--- config.mk ---
export PLATFORM = sky130hd
export DESIGN_NAME = rdq_seq
export DESIGN_NICKNAME = d
export VERILOG_FILES = /design/src/rtl/rdq_pkg.sv /design/src/rtl/rdq_ctrl.sv /design/src/rtl/rdq_dpath.sv /design/src/rtl/rdq_seq.sv
export SDC_FILE = /design/constraint.sdc
export NUM_CORES = 1
export LEC_CHECK = 0
export ABC_AREA = 1
export BUFFER_PORTS_ARGS = -buffer_cell sky130_fd_sc_hd__buf_2
export CAP_MARGIN = 10
export CORE_MARGIN = 2
export CORE_UTILIZATION = 47
export CTS_BUF_LIST = sky130_fd_sc_hd__clkbuf_8
export DETAILED_ROUTE_END_ITERATION = 8
export GPL_TIMING_DRIVEN = 0
export PLACE_DENSITY_LB_ADDON = 0.3
export RECOVER_POWER = 25
export SYNTH_ARGS = -nofsm -noshare
export SYNTH_HDL_FRONTEND = slang
export SYNTH_SLANG_ARGS = --single-unit
--- constraint.sdc ---
create_clock -name clk -period 3.9 [get_ports clk]
set_input_delay 0.585 -clock clk [delete_from_list [all_inputs] [get_ports clk]]
set_output_delay 0.585 -clock clk [all_outputs]
set_load 0.02 [all_outputs]
--- src/rtl/rdq_pkg.sv ---
package rdq_pkg;
  localparam int PAIR_W = 2;

  typedef enum logic [2:0] {
    PH_IDLE,
    PH_WAIT,
    PH_PRE,
    PH_DATA,
    PH_POST
  } phaseT;

  // strobes from control to datapath
  typedef struct packed {
    phaseT             phase;
    logic [PAIR_W-1:0] pairIdx;
    logic [1:0]        blLog;
    logic              ilv;
    logic              capture;
  } ctlT;
endpackage

--- src/rtl/rdq_ctrl.sv ---
module rdq_ctrl
  import rdq_pkg::*;
#(
  parameter int ADDR_W = 14,
  parameter int BANK_W = 2,
  parameter int MODE_W = 7,
  parameter logic [MODE_W-1:0] MODE_RST = 7'h32
) (
  input  logic              clk,
  input  logic              rstN,
  input  logic              mrsLoad,
  input  logic [ADDR_W-1:0] mrsAddr,
  input  logic [BANK_W-1:0] mrsBank,
  input  logic              allIdle,
  input  logic              dpdReq,
  input  logic              readCmd,
  output logic [MODE_W-1:0] modeQ,
  output logic              mrsIllegal,
  output logic              cfgErr,
  output logic              rdCollide,
  output ctlT               ctl
);
  localparam int ILV_BIT = 3;
  localparam int CL_LSB  = 4;

  function automatic logic blOk(input logic [2:0] code);
    return code inside {3'b001, 3'b010, 3'b011};
  endfunction

  function automatic logic clOk(input logic [2:0] code);
    return code inside {3'b010, 3'b011};
  endfunction

  logic [MODE_W-1:0] modeR;
  logic targeted, codeGood, doLoad, badState, badCode;
  logic busy, accept;
  phaseT phase;
  logic [PAIR_W-1:0] pairIdx, lastPair;
  logic [1:0] blLogR, curBlLog;
  logic ilvR;

  always_comb begin
    targeted = mrsLoad && (mrsBank == '0) && (mrsAddr[ADDR_W-1:MODE_W] == '0);
    codeGood = blOk(mrsAddr[2:0]) && clOk(mrsAddr[CL_LSB+2:CL_LSB]);
    doLoad   = targeted && !dpdReq && allIdle && codeGood;
    badState = targeted && !dpdReq && !allIdle;
    badCode  = targeted && !dpdReq && allIdle && !codeGood;
  end

  always_ff @(posedge clk or negedge rstN) begin
    if (!rstN) begin
      modeR      <= MODE_RST;
      mrsIllegal <= 1'b0;
      cfgErr     <= 1'b0;
    end else begin
      if (dpdReq)      modeR <= MODE_RST;
      else if (doLoad) modeR <= mrsAddr[MODE_W-1:0];
      mrsIllegal <= badState;
      cfgErr     <= badCode;
    end
  end

  always_comb begin
    busy   = phase inside {PH_WAIT, PH_PRE, PH_DATA};
    accept = readCmd && !busy;
    unique case (modeR[2:0])
      3'b001:  curBlLog = 2'd1;
      3'b011:  curBlLog = 2'd3;
      default: curBlLog = 2'd2;
    endcase
    unique case (blLogR)
      2'd1:    lastPair = PAIR_W'(0);
      2'd3:    lastPair = PAIR_W'(3);
      default: lastPair = PAIR_W'(1);
    endcase
  end

  always_ff @(posedge clk or negedge rstN) begin
    if (!rstN) begin
      phase     <= PH_IDLE;
      pairIdx   <= '0;
      blLogR    <= 2'd2;
      ilvR      <= 1'b0;
      rdCollide <= 1'b0;
    end else begin
      rdCollide <= readCmd && busy;
      if (accept) begin
        phase   <= (modeR[CL_LSB+2:CL_LSB] == 3'b011) ? PH_WAIT : PH_PRE;
        pairIdx <= '0;
        blLogR  <= curBlLog;
        ilvR    <= modeR[ILV_BIT];
      end else begin
        unique case (phase)
          PH_WAIT: phase <= PH_PRE;
          PH_PRE:  begin phase <= PH_DATA; pairIdx <= '0; end
          PH_DATA: begin
            if (pairIdx == lastPair) phase <= PH_POST;
            else pairIdx <= pairIdx + 1'b1;
          end
          PH_POST: phase <= PH_IDLE;
          default: phase <= PH_IDLE;
        endcase
      end
    end
  end

  always_comb begin
    modeQ       = modeR;
    ctl.phase   = phase;
    ctl.pairIdx = pairIdx;
    ctl.blLog   = blLogR;
    ctl.ilv     = ilvR;
    ctl.capture = accept;
  end
endmodule

--- src/rtl/rdq_dpath.sv ---
module rdq_dpath
  import rdq_pkg::*;
#(
  parameter int COL_W  = 10,
  parameter int DATA_W = 32
) (
  input  logic              clk,
  input  logic              rstN,
  input  ctlT               ctl,
  input  logic [COL_W-1:0]  readCol,
  output logic [1:0]        dqsOe,
  output logic [1:0]        dqsLvl,
  output logic [1:0]        dqValid,
  output logic [DATA_W-1:0] dqWord0,
  output logic [DATA_W-1:0] dqWord1
);
  localparam int BEATS = 2;

  logic [COL_W-1:0] startCol, blkMask;
  logic [BEATS-1:0][DATA_W-1:0] beatWord;

  always_ff @(posedge clk or negedge rstN) begin
    if (!rstN)            startCol <= '0;
    else if (ctl.capture) startCol <= readCol;
  end

  always_comb blkMask = ({{(COL_W-1){1'b0}}, 1'b1} << ctl.blLog) - 1'b1;

  for (genvar gb = 0; gb < BEATS; gb++) begin : g_beat
    logic [COL_W-1:0] bIdx, offs, col;
    always_comb begin
      bIdx = COL_W'({ctl.pairIdx, 1'(gb)});
      offs = ctl.ilv ? (startCol ^ bIdx) : (startCol + bIdx);
      col  = (startCol & ~blkMask) | (offs & blkMask);
    end
    assign beatWord[gb] = DATA_W'(col);
  end

  always_comb begin
    dqsOe   = 2'b00;
    dqsLvl  = 2'b00;
    dqValid = 2'b00;
    dqWord0 = '0;
    dqWord1 = '0;
    unique case (ctl.phase)
      PH_PRE:  dqsOe = 2'b11;
      PH_DATA: begin
        dqsOe   = 2'b11;
        dqsLvl  = 2'b01;
        dqValid = 2'b11;
        dqWord0 = beatWord[0];
        dqWord1 = beatWord[1];
      end
      PH_POST: dqsOe = 2'b01;
      default: ;
    endcase
  end
endmodule

--- src/rtl/rdq_seq.sv ---
module rdq_seq
  import rdq_pkg::*;
#(
  parameter int ADDR_W = 14,
  parameter int BANK_W = 2,
  parameter int MODE_W = 7,
  parameter int COL_W  = 10,
  parameter int DATA_W = 32
) (
  input  logic              clk,
  input  logic              rstN,
  input  logic              mrsLoad,
  input  logic [ADDR_W-1:0] mrsAddr,
  input  logic [BANK_W-1:0] mrsBank,
  input  logic              allIdle,
  input  logic              dpdReq,
  input  logic              readCmd,
  input  logic [COL_W-1:0]  readCol,
  output logic [MODE_W-1:0] modeQ,
  output logic              mrsIllegal,
  output logic              cfgErr,
  output logic              rdCollide,
  output logic [1:0]        dqsOe,
  output logic [1:0]        dqsLvl,
  output logic [1:0]        dqValid,
  output logic [DATA_W-1:0] dqWord0,
  output logic [DATA_W-1:0] dqWord1
);
  ctlT ctl;

  rdq_ctrl #(.ADDR_W(ADDR_W), .BANK_W(BANK_W), .MODE_W(MODE_W)) u_ctrl (
    .clk(clk), .rstN(rstN), .mrsLoad(mrsLoad), .mrsAddr(mrsAddr),
    .mrsBank(mrsBank), .allIdle(allIdle), .dpdReq(dpdReq),
    .readCmd(readCmd), .modeQ(modeQ), .mrsIllegal(mrsIllegal),
    .cfgErr(cfgErr), .rdCollide(rdCollide), .ctl(ctl)
  );

  rdq_dpath #(.COL_W(COL_W), .DATA_W(DATA_W)) u_dpath (
    .clk(clk), .rstN(rstN), .ctl(ctl), .readCol(readCol),
    .dqsOe(dqsOe), .dqsLvl(dqsLvl), .dqValid(dqValid),
    .dqWord0(dqWord0), .dqWord1(dqWord1)
  );
endmodule

==> results of run 1 <==
==> power by group <==
group / internal [mW] / switching, mW / total (mW)
sequential: 0.369 / 0.0722 / 0.441
clock: 0.138 / 0.0933 / 0.231
combinational: 0.309 / 0.538 / 0.847
total: 0.815 / 0.704 / 1.52
==> worst min-delay path: stages, from the launching register on <==
cell and delay (ns):
dfstp_2 0.39, nand3_1 0.07, nand2_1 0.05
==> cells by family after synthesis <==
family                   after synthesis  share of synthesized area, %
flip-flops                            28                          34.5
XOR/XNOR                               4                          1.71
buffers and inverters                 86                          25.4
AO/OA/AOI/OAI                         28                          7.51
other                                  1                         0.183
multiplexers                           1                         0.489
AND/OR/NAND/NOR                      124                          26.5
adder cells (fa/ha/maj)                5                          3.79
==> stage by stage <==
| stage | hold WS (ns) | cells | power [mW] | utilization, % | instance area [um2] |
|---|---|---|---|---|---|
| 5_1_grt | 0.520 | 443 | 1.62 | 62.8 | 2680 |
| 2_1_floorplan | 0.289 | 321 | 1.07 | - | 2210 |
| 6_report | 0.505 | 443 | 1.52 | 62.8 | 2680 |
| 3_3_place_gp | 0.488 | 439 | 1.26 | 61.2 | 2610 |
| 4_1_cts | 0.330 | 443 | 1.52 | 62.9 | 2680 |
| 3_5_place_dp | 0.492 | 439 | 1.29 | 61.2 | 2610 |
==> layer usage <==
layer	up-vias	wire (um)	GRT usage (%)
li1	1004	-	-
met1	830	1790	20.1
met2	76	2170	32.4
met3	5	306	2.60
met4	0	66	6.62
met5	-	0	0
==> final cells by class <==
cell class / instances / area (um2)
fillers: 397 / 1590
multi-input cells: 207 / 988
flip-flops and latches: 28 / 706
plain buffers: 52 / 392
repair buffers: 66 / 329
inverters: 34 / 128
well taps: 52 / 65.1
clock buffers: 3 / 41.3
clock inverters: 1 / 30.0
==> path summary, 6_finish.rpt <==
kind                                   from           endpoint  slack (ns)
max                        u_ctrl.blLogR[1]         dqWord0[6]        1.34
min                         u_ctrl.modeQ[1]    u_ctrl.modeQ[1]        0.51
max reg2reg                u_ctrl.blLogR[1]    u_ctrl.phase[0]        2.58
min reg2reg                 u_ctrl.modeQ[1]    u_ctrl.modeQ[1]        0.51
max in group asynchronous              rstN  u_ctrl.mrsIllegal        2.40
min in group asynchronous              rstN    u_ctrl.modeQ[6]        0.64
==> registers in the layout, summed over array words and instances (netlist names) <==
signal	flops
u_dpath.startCol	10
u_ctrl.modeQ	7
u_ctrl.phase	3
u_ctrl.blLogR	2
u_ctrl.pairIdx	2
u_ctrl.cfgErr	1
u_ctrl.ilvR	1
u_ctrl.mrsIllegal	1
u_ctrl.rdCollide	1
==> layout by cell type, fill, tap and decap left out, drive strengths merged, types with 2 or more instances in the layout <==
master,instances
o21ai,18
conb,45
buf,117
nand4,8
inv,33
nand3,13
nand2,59
or2,2
fa,2
clkbuf,4
xor2,3
dfrtp,24
nor3,2
ha,3
nor2,38
dfstp,4
a21oi,7
==> impl_metrics.ini, run 1 <==
[cts]
ctsHoldBuffers = 0
path_clk_slew_ns = 0.10
cts_setup_buffers = 0
h-tree-depth = 1
cts.path.max_buffers = 2
clkSinkCount = 28
cts_buffers = 3
cts_root_buf = clkbuf_8
cts_tree = yes
cts_resized = 0
clock_latency_ns = 0.28

[yosys]
synth_edf_count = 0
ys_ff_latch = 28
synth_flop_cell = dfrtp_1
synth_cell_type_count = 33
synthTopCellsByArea = dfrtp_1 29%, buf_4 18%, nand2_1 10%, nor2_1 6.6%, dfstp_2 5.1%
syn_area_mm2 = 0.00205
ys_seq_area_share_pct = 34.5
synth-async-reset-ratio_pct = 100
avgSynthCellArea_um2 = 7.39
netlist.area_leader.share_pct = 29.3
synth_common_cells = 57 x nand2_1, 50 x buf_4, 36 x nor2_1
syn_inst = 277
ys_warn_count = 0
yosysMostFrequentCell = nand2_1
yosysTopAreaCell = dfrtp_1

[critical_path]
worstPathMaxFanout = 5
crit_slowest_cell = dfstp_2
critPathRequiredTime_ns = 3.31
critical_path_class = reg -> out
crit_buf_inv = 2
critPathLaunchType = flop
path_depth = 9
cp_top_family = flip-flops
cp_cell_sequence = nor2_1 > inv_1 > ha_1 > nand2_1 > nor2_1 > nand3_1 > o21ai_1 > a21oi_1 > buf_2
crit_path_end_kind = output port
r2r_cells = 6
crit_top_cell = nor2_1
crit_arrival_ns = 1.97
worst_path_largest_cell_delay_ns = 0.58

[timing]
layout_min_cycle_time_ns = 2.56
setup_tns_ns = 0
hold_viol_final = 0
setup_violations = 0
worst_slack_ns = 1.34
period_share_pct = 65.6
clock_skew_ns = 0.00365
worst_pin_slew_ns = 1.47
fmax_mhz = 391
rsz0062_at_grt = false
timing.slew.headroom_pct = 1.72
report.final.slew_viol_count = 0

[drt]
dr.pass1.iters = 5
via_per_inst = 4.32
vias = 1915
routedWlPerCell_um = 9.77
drt_wl_total_um = 4330
postRouteAntennaNets = 0
remaining_drc_errors = 0
drtIter0Drc = 52

[finish]
fin_nets = 429
insertedDiodeCount = 0
area_growth_syn_to_layout_pct = 30.8
layout-drive-gt1-share_pct = 35.8

[place]
portBuffers = 66
hpwl_um = 3550
post-place-ws_ns = 1.64
gp_congestion = 0.864

[global_route]
grt_overflow = 0
antenna_found_initial = 0
grt_pass1_vias = 1738
grt_pass1_wl_um = 7130
track_usage_pct = 17.5
grt_max_degree = 29

[min_path]
hold_path_depth = 2
hp-class = reg -> reg

[floorplan]
core_area_mm2 = 0.00426
floorplan.die_area_mm2 = 0.00490
die_h_um = 70.0
ios = 112
initial_core_util_pct = 48.0
die_x_um = 70.0
num_rows = 24

[status]
status = finished clean

[pwr]
p_leak_nw = 1.59
irDropWorstVdd_mv = 0.222
power_density_mw_per_mm2 = 567

[job]
maxCapViolations = 0
Power figures use the tool's default switching activity.
==> run 2: changes to the inputs <==
--- a/config.mk
+++ b/config.mk
@@ -9,7 +9,7 @@
 export BUFFER_PORTS_ARGS = -buffer_cell sky130_fd_sc_hd__buf_2
 export CAP_MARGIN = 10
 export CORE_MARGIN = 2
-export CORE_UTILIZATION = 47
+export CORE_UTILIZATION = 42
 export CTS_BUF_LIST = sky130_fd_sc_hd__clkbuf_8
 export DETAILED_ROUTE_END_ITERATION = 8
 export GPL_TIMING_DRIVEN = 0
==> constraint.sdc (replaced) <==
create_clock -name clk -period 2.35 [get_ports clk]
set_input_delay 0.3525 -clock clk [delete_from_list [all_inputs] [get_ports clk]]
set_output_delay 0.3525 -clock clk [all_outputs]
set_load 0.02 [all_outputs]
==> run 2 against run 1 <==
Net effect: die area is 11% higher; sequential power is 68% higher; via count decreased by 1.1%; routed wire length is 0.51% higher; sequential share of layout area fell by 0.62 points; clock-buffer cell count unchanged; largest power group unchanged; critical path type unchanged; critical endpoint is now dqWord0[2]; core utilization shrank 4.5 points; global-route usage shrank 2.1 points; design area is 2.8% higher; largest cell class unchanged; total power grew 68%; non-clock buffer count increased by 1.
==> impl_metrics.ini, run 2 (synthesized netlist as in run 1, its figures left out) <==
[floorplan]
die_x_um = 73.8
num_rows = 25
ios = 112
floorplan.die_area_mm2 = 0.00545
core_area_mm2 = 0.00472
die_h_um = 73.8
initial_core_util_pct = 43.4

[finish]
regMostFlops = u_dpath.startCol
area_growth_syn_to_layout_pct = 34.4
final_cell_mix = 63 x buf_2, 57 x nand2_1, 54 x buf_4
final_core_utilization_pct = 58.3
insertedDiodeCount = 0
largest_reg_flops = 10
fin_nets = 430
layout_commonest_cell = buf_2
layout-drive-gt1-share_pct = 38.5
fill_cells = 450
final_area_mm2 = 0.00275

[pwr]
p_comb_share_pct = 56.3
p_leak_nw = 1.60
swShare_pct = 45.8
clkPwrFrac_pct = 14.8
pwr-share-seq_pct = 28.9
p_int_mw = 1.39
power_density_mw_per_mm2 = 929
p_sw_mw = 1.17
irDropWorstVdd_mv = 0.321

[cts]
cts.path.max_buffers = 2
cts_tree = yes
clkSinkCount = 28
path_clk_slew_ns = 0.10
cts_buffers = 3
cts_root_buf = clkbuf_8
clock_latency_ns = 0.27
h-tree-depth = 1
ctsHoldBuffers = 0

[place]
portBuffers = 66
gp_congestion = 0.765
post-place-ws_ns = 0.316
postPlaceCellArea_mm2 = 0.00263
hpwl_um = 3500

[timing]
hold_ws_ns = 0.291
timing.slew.headroom_pct = 2.43
setup_tns_ns = 0
clock_skew_ns = 0.00648
worst_pin_slew_ns = 1.46
report.final.slew_viol_count = 0
setup_violations = 0
layout_min_cycle_time_ns = 2.21
period_share_pct = 93.9
fmax_mhz = 453
hold_viol_final = 0
worst_slack_ns = 0.144

[critical_path]
critPathLaunchType = flop
worstPathMaxFanout = 5
critical_path_class = reg -> out
crit_path_end_kind = output port
rrSetupSlack_ns = 1.00
critPathRequiredTime_ns = 2.00
crit_arrival_ns = 1.85

[min_path]
hp-class = in -> reg

[global_route]
grt_pass1_vias = 1598
grt_pass1_wl_um = 6630
grt_overflow = 0
track_usage_pct = 15.4
antenna_found_initial = 0
grt_max_degree = 29

[drt]
via_per_inst = 4.12
routedWlPerCell_um = 9.47
vias = 1893
dr.pass1.iters = 4
drtIter0Drc = 105
postRouteAntennaNets = 0
drt_wl_total_um = 4350
remaining_drc_errors = 0

[status]
status = finished clean

[job]
maxCapViolations = 0
run 2: final timing paths:
path	startpoint	endpoint	cells after the start
min	readCol[8]	u_dpath.startCol[8]	3
max reg2reg	u_ctrl.blLogR[1]	u_ctrl.phase[1]	6
min in group asynchronous	rstN	u_ctrl.pairIdx[0]	1
max in group asynchronous	rstN	u_ctrl.pairIdx[1]	1
max	u_ctrl.pairIdx[0]	dqWord0[2]	7
min reg2reg	u_ctrl.modeQ[4]	u_ctrl.modeQ[4]	2
run 2: power groups by stage:
stage,combinational [mW],clock (mW),sequential (mW)
finish,1.44,0.377,0.739
CTS,1.40,0.387,0.728
global route,1.62,0.402,0.756
detailed placement,1.40,0,0.737
global placement,1.37,0,0.731
floorplan,1.05,0,0.720
run 2: area by class of cell:
cell class,count,area (um2),area share (%)
Inverter,34,128,4.64
Clock inverter,1,30.0,1.09
Clock buffer,3,41.3,1.50
Timing Repair Buffer,67,344,12.5
Sequential cell,28,708,25.7
Tap cell,67,83.8,3.05
Multi-Input combinational cell,207,1030,37.3
Buffer,52,392,14.2
run 2: per-stage QoR:
step | cells | total power, mW
final | 459 | 2.56
after global placement | 454 | 2.10
after CTS | 458 | 2.52
after global routing | 459 | 2.77
after detailed placement | 454 | 2.14
after floorplan | 321 | 1.77
run 2: what timing repair did:
action,4_1_cts,5_1_grt
gates resized for setup,0,14
endpoints found under the setup margin,0,7
setup buffers,0,1
run 2: layer usage:
| layer | share of wire [%] | vias up | GRT usage (%) |
|---|---|---|---|
| li1 | - | 1005 | - |
| met5 | 0 | - | 0 |
| met3 | 6.5 | 2 | 2.19 |
| met4 | 0.62 | 0 | 4.65 |
| met1 | 44 | 813 | 20.6 |
| met2 | 49 | 73 | 25.6 |
run 2: worst max-delay path, cell delays in order (launching register included):
cell      delay, ns
dfrtp_2        0.43
ha_1           0.18
inv_2          0.05
fa_1           0.47
nor2_1         0.04
a211oi_1       0.17
nor2_1         0.08
buf_4          0.16
==> run 3: changes to the inputs <==
==> constraint.sdc (replaced) <==
create_clock -name clk -period 2.35 [get_ports clk]
set_input_delay 0.235 -clock clk [delete_from_list [all_inputs] [get_ports clk]]
set_output_delay 0.235 -clock clk [all_outputs]
set_load 0.02 [all_outputs]
==> run 3 against run 2 <==
Net effect: non-clock buffer count is the same; first-iteration DRC count grew 3.8%; sequential share of layout area rose by 0.36 points; sequential cell count unchanged; routed wire length shrank 1.3%; final cell count stayed put; clock power barely moved; global-route usage up 0.057 points; critical endpoint unchanged; largest power group unchanged.
==> impl_metrics.ini, run 3 (synthesized netlist as in run 1, its figures left out) <==
[finish]
final_cell_mix = 64 x buf_2, 57 x nand2_1, 50 x buf_4
multi_input_area_um2 = 988
final_area_mm2 = 0.00271
layout-drive-gt1-share_pct = 35.5
largest_reg_flops = 10
regMostFlops = u_dpath.startCol
fin_nets = 430
area_growth_syn_to_layout_pct = 32.1
seqCellArea_um2 = 706
fill_cells = 461
insertedDiodeCount = 0
layout_commonest_cell = buf_2

[place]
post-place-ws_ns = 0.434
gp_congestion = 0.765
hpwl_um = 3500
portBuffers = 66
postPlaceCellArea_mm2 = 0.00263

[pwr]
p_int_mw = 1.35
swShare_pct = 46.0
p_total_mw = 2.50
irDropWorstVdd_mv = 0.320
clkPwrFrac_pct = 15.1
p_sw_mw = 1.15
pwr-share-seq_pct = 29.0
power_density_mw_per_mm2 = 923
p_leak_nw = 1.59
p_comb_share_pct = 55.9

[min_path]
hp-class = in -> reg
hp-start = readCol[1]
min_to = u_dpath.startCol[1]
hold_path_depth = 3

[cts]
clkSinkCount = 28
path_clk_slew_ns = 0.10
clock_latency_ns = 0.27
h-tree-depth = 1
cts.path.max_buffers = 2
cts_buffers = 3
cts_root_buf = clkbuf_8
cts_tree = yes
cts_setup_buffers = 0

[drt]
via_per_inst = 4.16
remaining_drc_errors = 0
drt_wl_total_um = 4290
routedWlPerCell_um = 9.35
dr.pass1.iters = 5
vias = 1911
drtIter0Drc = 109
postRouteAntennaNets = 0

[timing]
setup_violations = 0
report.final.slew_viol_count = 0
period_share_pct = 92.8
rsz0062_at_grt = false
hold_ws_ns = 0.173
worst_pin_slew_ns = 1.47
clock_skew_ns = 0.00815
timing.slew.headroom_pct = 1.76
layout_min_cycle_time_ns = 2.18
worst_slack_ns = 0.170
fmax_mhz = 459
setup_tns_ns = 0
hold_viol_final = 0

[critical_path]
worstPathMaxFanout = 5
crit_arrival_ns = 1.95
rrSetupSlack_ns = 0.91
critPathLaunchType = flop
crit_slowest_cell = dfrtp_1
crit_top_cell = nor2_1
crit_path_end_kind = output port
worst_path_largest_cell_delay_ns = 0.47
cp_cell_sequence = ha_1 > inv_1 > fa_1 > nor2_1 > a211oi_1 > nor2_1 > buf_2
critPathRequiredTime_ns = 2.12
r2r_cells = 6
rr_endpoint = u_dpath.startCol[9]
r2r-start = u_ctrl.phase[0]
critical_path_class = reg -> out

[floorplan]
core_area_mm2 = 0.00472
num_rows = 25
die_h_um = 73.8
die_x_um = 73.8
floorplan.die_area_mm2 = 0.00545
ios = 112
initial_core_util_pct = 43.4

[global_route]
grt_pass1_vias = 1606
grt_pass1_wl_um = 6660
antenna_found_initial = 0
track_usage_pct = 15.4
grt_max_degree = 29
grt_overflow = 0

[status]
status = finished clean

[job]
maxCapViolations = 0
-- run 3: cell types whose count changed in the layout (fill, tap and decap cells not counted), sizes merged --
| cell | before | now |
|---|---|---|
| clkbuf | 4 | 6 |
| buf | 118 | 115 |
| dlygate4sd3 | 0 | 1 |
-- run 3: how the worst max path moves through the flow --
stage          slack [ns]  cells after the start              start         end
6_report             0.17                      7  u_ctrl.pairIdx[0]  dqWord0[2]
4_1_cts              0.12                      9   u_ctrl.blLogR[1]  dqWord0[6]
3_3_place_gp         0.50                      9   u_ctrl.blLogR[1]  dqWord0[6]
2_1_floorplan        0.55                      7   u_ctrl.blLogR[1]  dqWord0[6]
5_1_grt              0.02                     10   u_ctrl.blLogR[1]  dqWord0[8]
3_5_place_dp         0.43                      9   u_ctrl.blLogR[1]  dqWord0[6]
-- run 3: final cells by class --
type	count	share of cell area, %
timing repair buffer	67	12.4
clock buffer	3	1.53
clock inverter	1	1.11
sequential	28	26.1
tap	67	3.10
buffer	52	14.5
multi-input combinational	207	36.5
inverter	34	4.72
-- run 3: worst max-delay path, delay by kind of cell (launching register included) --
kind            cells  cell delay, ns
fa+ha+maj           2            0.64
simple gates        2            0.21
buf+inv             2            0.28
compound gates      1            0.05
flops               1            0.47
-- run 3: power by group through the flow --
stage / logic [mW] / clock network (mW) / registers [mW]
CTS: 1.41 / 0.387 / 0.728
finish: 1.40 / 0.378 / 0.725
global route: 1.57 / 0.405 / 0.742
floorplan: 1.05 / 0 / 0.720
detailed placement: 1.40 / 0 / 0.737
global placement: 1.37 / 0 / 0.731
-- run 3: what timing repair did --
item | CTS | global route
hold buffers | 1 | 0
hold endpoints to repair | 24 | 0
setup endpoints to repair | 0 | 2
gates resized for setup | 0 | 3
-- run 3: per-stage QoR --
stage / util (%) / cells
after detailed placement: 55.6 / 454
after floorplan: - / 321
after global routing: 57.3 / 459
after CTS: 57.4 / 459
after global placement: 55.6 / 454
final: 57.3 / 459
-- run 3: per-layer routing --
layer,up-vias,wire [um],GRT usage [%]
met3,2,259,2.06
met1,836,1930,20.7
li1,1003,-,-
met5,-,0,0
met4,0,27,4.65
met2,70,2080,25.8
